**src/rtl/padcfg_pkg.sv**
```systemverilog
package padcfg_pkg;

    typedef enum logic [2:0] {
        REG_NONE,
        REG_PULLUP,
        REG_PULLDN,
        REG_SLEW,
        REG_DIGEN
    } reg_sel_e;

    localparam logic [11:0] OFS_PULLUP = 12'h510;
    localparam logic [11:0] OFS_PULLDN = 12'h514;
    localparam logic [11:0] OFS_SLEW   = 12'h518;
    localparam logic [11:0] OFS_DIGEN  = 12'h51C;

endpackage

```
**src/rtl/padcfg_regfile.sv**
```systemverilog
module padcfg_regfile
    import padcfg_pkg::*;
#(
    parameter int NPINS  = 8,
    parameter int DATA_W = 32,
    parameter logic [NPINS-1:0] RST_MASK = '0
) (
    input  logic              clk,
    input  logic              rst_n,
    input  logic [11:0]       addr,
    input  logic              we,
    input  logic [DATA_W-1:0] wdata,
    output logic [DATA_W-1:0] rdata,
    output logic [NPINS-1:0]  pu_q,
    output logic [NPINS-1:0]  pd_q,
    output logic [NPINS-1:0]  slew_q,
    output logic [NPINS-1:0]  den_q
);

    reg_sel_e          sel;
    logic [NPINS-1:0]  wbits;
    logic [DATA_W-1:0] rd_next;

    assign wbits = wdata[NPINS-1:0];

    // address decode: the register select for this bus cycle
    always_comb begin
        unique case (addr)
            OFS_PULLUP: sel = REG_PULLUP;
            OFS_PULLDN: sel = REG_PULLDN;
            OFS_SLEW:   sel = REG_SLEW;
            OFS_DIGEN:  sel = REG_DIGEN;
            default:    sel = REG_NONE;
        endcase
    end

    // register state; pull-up and pull-down clear each other
    always_ff @(posedge clk) begin
        if (!rst_n) begin
            pu_q   <= RST_MASK;
            pd_q   <= '0;
            slew_q <= '0;
            den_q  <= RST_MASK;
        end else if (we) begin
            unique case (sel)
                REG_PULLUP: begin
                    pu_q <= wbits;
                    pd_q <= pd_q & ~wbits;
                end
                REG_PULLDN: begin
                    pd_q <= wbits;
                    pu_q <= pu_q & ~wbits;
                end
                REG_SLEW:   slew_q <= wbits;
                REG_DIGEN:  den_q  <= wbits;
                default: ;
            endcase
        end
    end

    // read path
    always_comb begin
        rd_next = '0;
        unique case (sel)
            REG_PULLUP: rd_next[NPINS-1:0] = pu_q;
            REG_PULLDN: rd_next[NPINS-1:0] = pd_q;
            REG_SLEW:   rd_next[NPINS-1:0] = slew_q;
            REG_DIGEN:  rd_next[NPINS-1:0] = den_q;
            default: ;
        endcase
    end

    always_ff @(posedge clk) begin
        if (!rst_n) rdata <= '0;
        else        rdata <= rd_next;
    end

    // checks
    assert_pull_excl_R6: assert property (@(posedge clk) disable iff (!rst_n)
        (pu_q & pd_q) == '0);

    assert_pu_write_R3: assert property (@(posedge clk) disable iff (!rst_n)
        (we && addr == OFS_PULLUP) |=>
            (pu_q == $past(wbits)) && ((pd_q & $past(wbits)) == '0)
            && ((pd_q & ~$past(wbits)) == ($past(pd_q) & ~$past(wbits))));

    assert_pd_write_R4: assert property (@(posedge clk) disable iff (!rst_n)
        (we && addr == OFS_PULLDN) |=>
            (pd_q == $past(wbits)) && ((pu_q & $past(wbits)) == '0));

    assert_unmapped_write_R10: assert property (@(posedge clk) disable iff (!rst_n)
        (we && sel == REG_NONE) |=>
            $stable(pu_q) && $stable(pd_q) && $stable(slew_q) && $stable(den_q));

    assert_reset_vals_R7: assert property (@(posedge clk) disable iff (!rst_n)
        $past(!rst_n) |->
            (pu_q == RST_MASK) && (pd_q == '0) && (slew_q == '0) && (den_q == RST_MASK));

    assert_upper_zero_R2: assert property (@(posedge clk) disable iff (!rst_n)
        rdata[DATA_W-1:NPINS] == '0);

endmodule

```
**src/rtl/padcfg_delay.sv**
```systemverilog
module padcfg_delay #(
    parameter int WIDTH  = 32,
    parameter int STAGES = 2,
    parameter logic [WIDTH-1:0] RST_VAL = '0
) (
    input  logic             clk,
    input  logic             rst_n,
    input  logic [WIDTH-1:0] d,
    output logic [WIDTH-1:0] q
);

    logic [WIDTH-1:0] stg [STAGES];

    for (genvar g = 0; g < STAGES; g++) begin : g_stage
        if (g == 0) begin : g_first
            always_ff @(posedge clk) begin
                if (!rst_n) stg[g] <= RST_VAL;
                else        stg[g] <= d;
            end
        end else begin : g_next
            always_ff @(posedge clk) begin
                if (!rst_n) stg[g] <= RST_VAL;
                else        stg[g] <= stg[g-1];
            end
        end
    end

    assign q = stg[STAGES-1];

    // a counter of cycles since reset keeps the past-value check inside its history
    logic [1:0] warm;
    always_ff @(posedge clk) begin
        if (!rst_n)         warm <= '0;
        else if (warm != 2'd3) warm <= warm + 2'd1;
    end

    if (STAGES == 2) begin : g_chk
        assert_pipe_delay_R5: assert property (@(posedge clk) disable iff (!rst_n)
            (warm >= 2'd2) |-> (q == $past(d, 2)));
    end

    assert_pipe_reset_R11: assert property (@(posedge clk) disable iff (!rst_n)
        $past(!rst_n) |-> (q == RST_VAL));

endmodule

```
**src/rtl/gpio_padcfg.sv**
```systemverilog
module gpio_padcfg
    import padcfg_pkg::*;
#(
    parameter int NPINS     = 8,
    parameter int DATA_W    = 32,
    parameter int PAD_DELAY = 2,
    parameter logic [NPINS-1:0] DBG_MASK = '0
) (
    input  logic              clk,
    input  logic              rst_n,
    input  logic [11:0]       bus_addr,
    input  logic              bus_we,
    input  logic [DATA_W-1:0] bus_wdata,
    output logic [DATA_W-1:0] bus_rdata,
    input  logic [NPINS-1:0]  drv8_sel_i,
    input  logic [NPINS-1:0]  core_oe_i,
    input  logic [NPINS-1:0]  pad_in_i,
    output logic [NPINS-1:0]  pad_oe_o,
    output logic [NPINS-1:0]  core_in_o,
    output logic [NPINS-1:0]  pad_pu_o,
    output logic [NPINS-1:0]  pad_pd_o,
    output logic [NPINS-1:0]  pad_slew_o,
    output logic [NPINS-1:0]  pad_den_o
);

    localparam int CW = 4 * NPINS;
    localparam logic [CW-1:0] CTRL_RST = {DBG_MASK, {NPINS{1'b0}}, {NPINS{1'b0}}, DBG_MASK};

    logic [NPINS-1:0] pu_q, pd_q, slew_q, den_q;
    logic [NPINS-1:0] slew_d;
    logic [CW-1:0]    ctrl_now, ctrl_dly;

    padcfg_regfile #(
        .NPINS(NPINS), .DATA_W(DATA_W), .RST_MASK(DBG_MASK)
    ) u_regs (
        .clk(clk), .rst_n(rst_n),
        .addr(bus_addr), .we(bus_we), .wdata(bus_wdata), .rdata(bus_rdata),
        .pu_q(pu_q), .pd_q(pd_q), .slew_q(slew_q), .den_q(den_q)
    );

    assign ctrl_now = {den_q, slew_q, pd_q, pu_q};

    padcfg_delay #(
        .WIDTH(CW), .STAGES(PAD_DELAY), .RST_VAL(CTRL_RST)
    ) u_dly (
        .clk(clk), .rst_n(rst_n), .d(ctrl_now), .q(ctrl_dly)
    );

    assign pad_pu_o   = ctrl_dly[NPINS-1:0];
    assign pad_pd_o   = ctrl_dly[2*NPINS-1:NPINS];
    assign slew_d     = ctrl_dly[3*NPINS-1:2*NPINS];
    assign pad_den_o  = ctrl_dly[4*NPINS-1:3*NPINS];

    assign pad_slew_o = slew_d & drv8_sel_i;
    assign pad_oe_o   = core_oe_i & pad_den_o;
    assign core_in_o  = pad_in_i & pad_den_o;

    assert_pad_pull_excl_R6: assert property (@(posedge clk) disable iff (!rst_n)
        (pad_pu_o & pad_pd_o) == '0);

    assert_pad_den_reg_R9: assert property (@(posedge clk) disable iff (!rst_n)
        $past(!rst_n) |-> (pad_den_o == den_q));

endmodule

```
**config.mk**
```make
export PLATFORM = sky130hd
export DESIGN_NAME = gpio_padcfg
export DESIGN_NICKNAME = d
export VERILOG_FILES = /design/src/rtl/padcfg_pkg.sv /design/src/rtl/padcfg_regfile.sv /design/src/rtl/padcfg_delay.sv /design/src/rtl/gpio_padcfg.sv
export SDC_FILE = /design/constraint.sdc
export NUM_CORES = 1
export LEC_CHECK = 0
export ABC_AREA = 1
export ABC_CLOCK_PERIOD_IN_PS = 1150
export BUFFER_PORTS_ARGS = -buffer_cell sky130_fd_sc_hd__buf_4
export CAP_MARGIN = 20
export CORE_UTILIZATION = 47
export CTS_BUF_LIST = sky130_fd_sc_hd__clkbuf_8
export CTS_CLUSTER_DIAMETER = 120
export DETAILED_ROUTE_END_ITERATION = 12
export PLACE_DENSITY = 0.81
export REMOVE_ABC_BUFFERS = 1
export SLEW_MARGIN = 20
export SYNTH_ARGS = -nofsm -noshare
export SYNTH_HDL_FRONTEND = slang
export SYNTH_HIERARCHICAL = 1
export SYNTH_SLANG_ARGS = --single-unit
```
**constraint.sdc**
```tcl
create_clock -name clk -period 1.15 [get_ports clk]
set_input_delay 0.0575 -clock clk [delete_from_list [all_inputs] [get_ports clk]]
set_output_delay 0.0575 -clock clk [all_outputs]
set_load 0.02 [all_outputs]
```
==> qor.yml <==
status: "complete, no violations"
peakVddDrop_uv: 499
place_inst: 851
finalPower_w: 0.00615
hold-path-endpoint: "u_regs/slew_q[6]"
start_util: 0.486
synth-seq-cells: 104
slew_violations: 0
drcViolationCount: 0
gp_congestion: 0.895
cts_buffers: 9
drive_gt1_frac: 0.232
hold_start: "bus_wdata[6]"
p_leak_nw: 3.20
clkTransAtPathRegs_ps: 100
cts.sinks: 104
dieWidth_um: 99.8
cp_top_family: "flip-flops"
crit_path_max_fanout: 3
synthSimpleGateAreaFrac: 0.298
use_met2: 0.362
synth-xor-area-share: 0
synth_cells: 613
synth_top_area_share: 0.464
clock_latency_ps: 350
dieHeight_um: 99.8
ys_top_cells_by_count: "182 x nand2_1, 128 x inv_1, 104 x dfxtp_1, 38 x nor2_1, 32 x nand3_1"
end_kind: "primary output"
n_antenna_cell: 0
layout_min_cycle_time_ps: 1030
synth.yosys.warnings: 6
post_cts_resized: 0
portBuffers: 102
cts.htree.levels: 3
period_share: 0.892
grt_use_met3: 0.0295
crit_buf_inv: 2
synth_top_family_by_area: "simple AND/OR/NAND/NOR gates"
dieArea_um2: 9950
cp_slowest_cell: "dfxtp_1"
synth_area_leaders: "dfxtp_1 46%, nand2_1 15%, inv_1 11%"
grt_pass1_wl_um: 15700
final.setup.worst_slack_ps: 124
cp_data_arrival_time_ps: 970
use_met1: 0.232
grt_overflow: 0
synth_edf_count: 0
clock_skew_ps: 10.2
cts_tree: "yes"
area_growth_pct: 25.8
reg2reg_depth: 6
fin_area_um2: 5650
crit_path_start_kind: "register"
seq_area_frac_synth: 0.464
cts_root_buf: "clkbuf_8"
placed_area_um2: 5400
async_flop_share: 0
grt_max_degree: 30
rows: 35
r2r_end: "u_regs/pu_q[6]"
r2r_start: "u_regs/pu_q[6]"
pre_cts_ws_ps: -133
ys.flop_type: "dfxtp_1"
utilization: 0.611
slew_headroom: 0.526
grt_pass1_vias: 3548
drt_iter0_drc: 178
vias_per_cell: 4.47
wl_per_cell_um: 10.9
worstPathRequired_ps: 1090
p_per_area_nw_per_um2: 1090
synth_area_leader_cell: "dfxtp_1"
hpwlAfterDp_um: 7050
vias: 3908
fmax_mhz: 975
critPathMaxStageDelay_ps: 360
synthMostInstantiatedCell: "nand2_1"
drt-total-wl_um: 9530
final_hold_viol_count: 0
coreArea_um2: 9240
drv_cap: 0
syn_area_um2: 4490
path_cells: "nand2_1, inv_1, buf_4"
layoutNonFillerInstCount: 874
gr-usage-all-layers: 0.199
synthMuxAreaShare: 0
r2r_slack_ps: 160
ant_nets: 0
synthDistinctLibCells: 27
busiest_layer: "met2"
hold_path_depth: 3
first_pass_iters: 5
crit_type: "reg -> out"
avgSynthCellArea_um2: 7.33
holdCritPathClass: "in -> reg"
tightest_slew_ps: 710
synth_compound_area_frac: 0.0479
setup_viol: 0
rsz0062_at_grt: "no"
fin_nets: 811
io_pins: 151
cts_buffer_depth: 2
synthAdderAreaFrac: 0
antenna_found_initial: 0
stage by stage:
step	TNS (ps)	hold WS, ps
after floorplan	-3000	151
after detailed placement	-2620	362
after CTS	0	1.78
after global placement	-1690	356
final	0	17.5
after global routing	0	25.9
per-layer routing:
layer	vias up	part of all wire
li1	2022	-
met2	157	0.51
met5	-	0
met4	0	0.016
met3	18	0.056
met1	1711	0.42
flip-flops by register name (all words and copies together), names as in the netlist:
signal,flops
u_dly/stg,64
u_regs/den_q,8
u_regs/pd_q,8
u_regs/pu_q,8
u_regs/rdata,8
u_regs/slew_q,8
layout by cell type, fill, tap and decap left out, drive strengths merged:
master,count
dlygate4sd3,7
a21oi,25
clkinvlp,2
conb,24
buf,129
nand2,184
dfxtp,104
clkinv,3
nand3,37
nand4,20
o21ai,15
clkbuf,10
nor2,50
inv,135
what timing repair did:
| action | 4_1_cts | 5_1_grt |
|---|---|---|
| buffers inserted | 0 | 0 |
| endpoints found under the setup margin | 0 | 0 |
| hold buffers | 7 | 0 |
| hold endpoints to repair | 7 | 0 |
worst min-delay path, delay by kind of cell:
kind	cells	cell delay (ps)
buf+inv	1	140
compound gates	1	60
simple gates	1	70
report_power, final:
part / internal, W / switching [W]
logic: 0.000190 / 0.000288
clock network: 0.000858 / 0.00122
registers: 0.00360 / 0.000000207
total: 0.00465 / 0.00151
cell families after synthesis:
family | count (synthesis)
and+or+nand+nor | 291
buffers and inverters | 177
DFF | 104
other | 1
AOI/OAI and AO/OA | 40
cell type report:
type                       instances  area (µm²)
clock buffer                      10         138
clock inverter                     6        43.8
fill                             830        3590
inverter                         134         504
multi-input combinational        355        1640
sequential                       104        2080
tap                              129         161
timing repair buffer             136        1080
how the worst max path moves through the flow:
| stage | from | endpoint | slack, ps | cells after the start |
|---|---|---|---|---|
| 6_report | u_dly/stg[1][26] | pad_oe_o[2] | 120 | 3 |
| 5_1_grt | u_dly/stg[1][26] | pad_oe_o[2] | 20 | 3 |
| 4_1_cts | u_dly/stg[1][26] | pad_oe_o[2] | 100 | 3 |
| 3_5_place_dp | bus_addr[5] | u_regs/rdata[3] | -130 | 9 |
| 3_3_place_gp | bus_addr[5] | u_regs/rdata[3] | -130 | 9 |
| 2_1_floorplan | bus_addr[10] | u_regs/pd_q[6] | -210 | 7 |
Power figures use the tool's default switching activity.
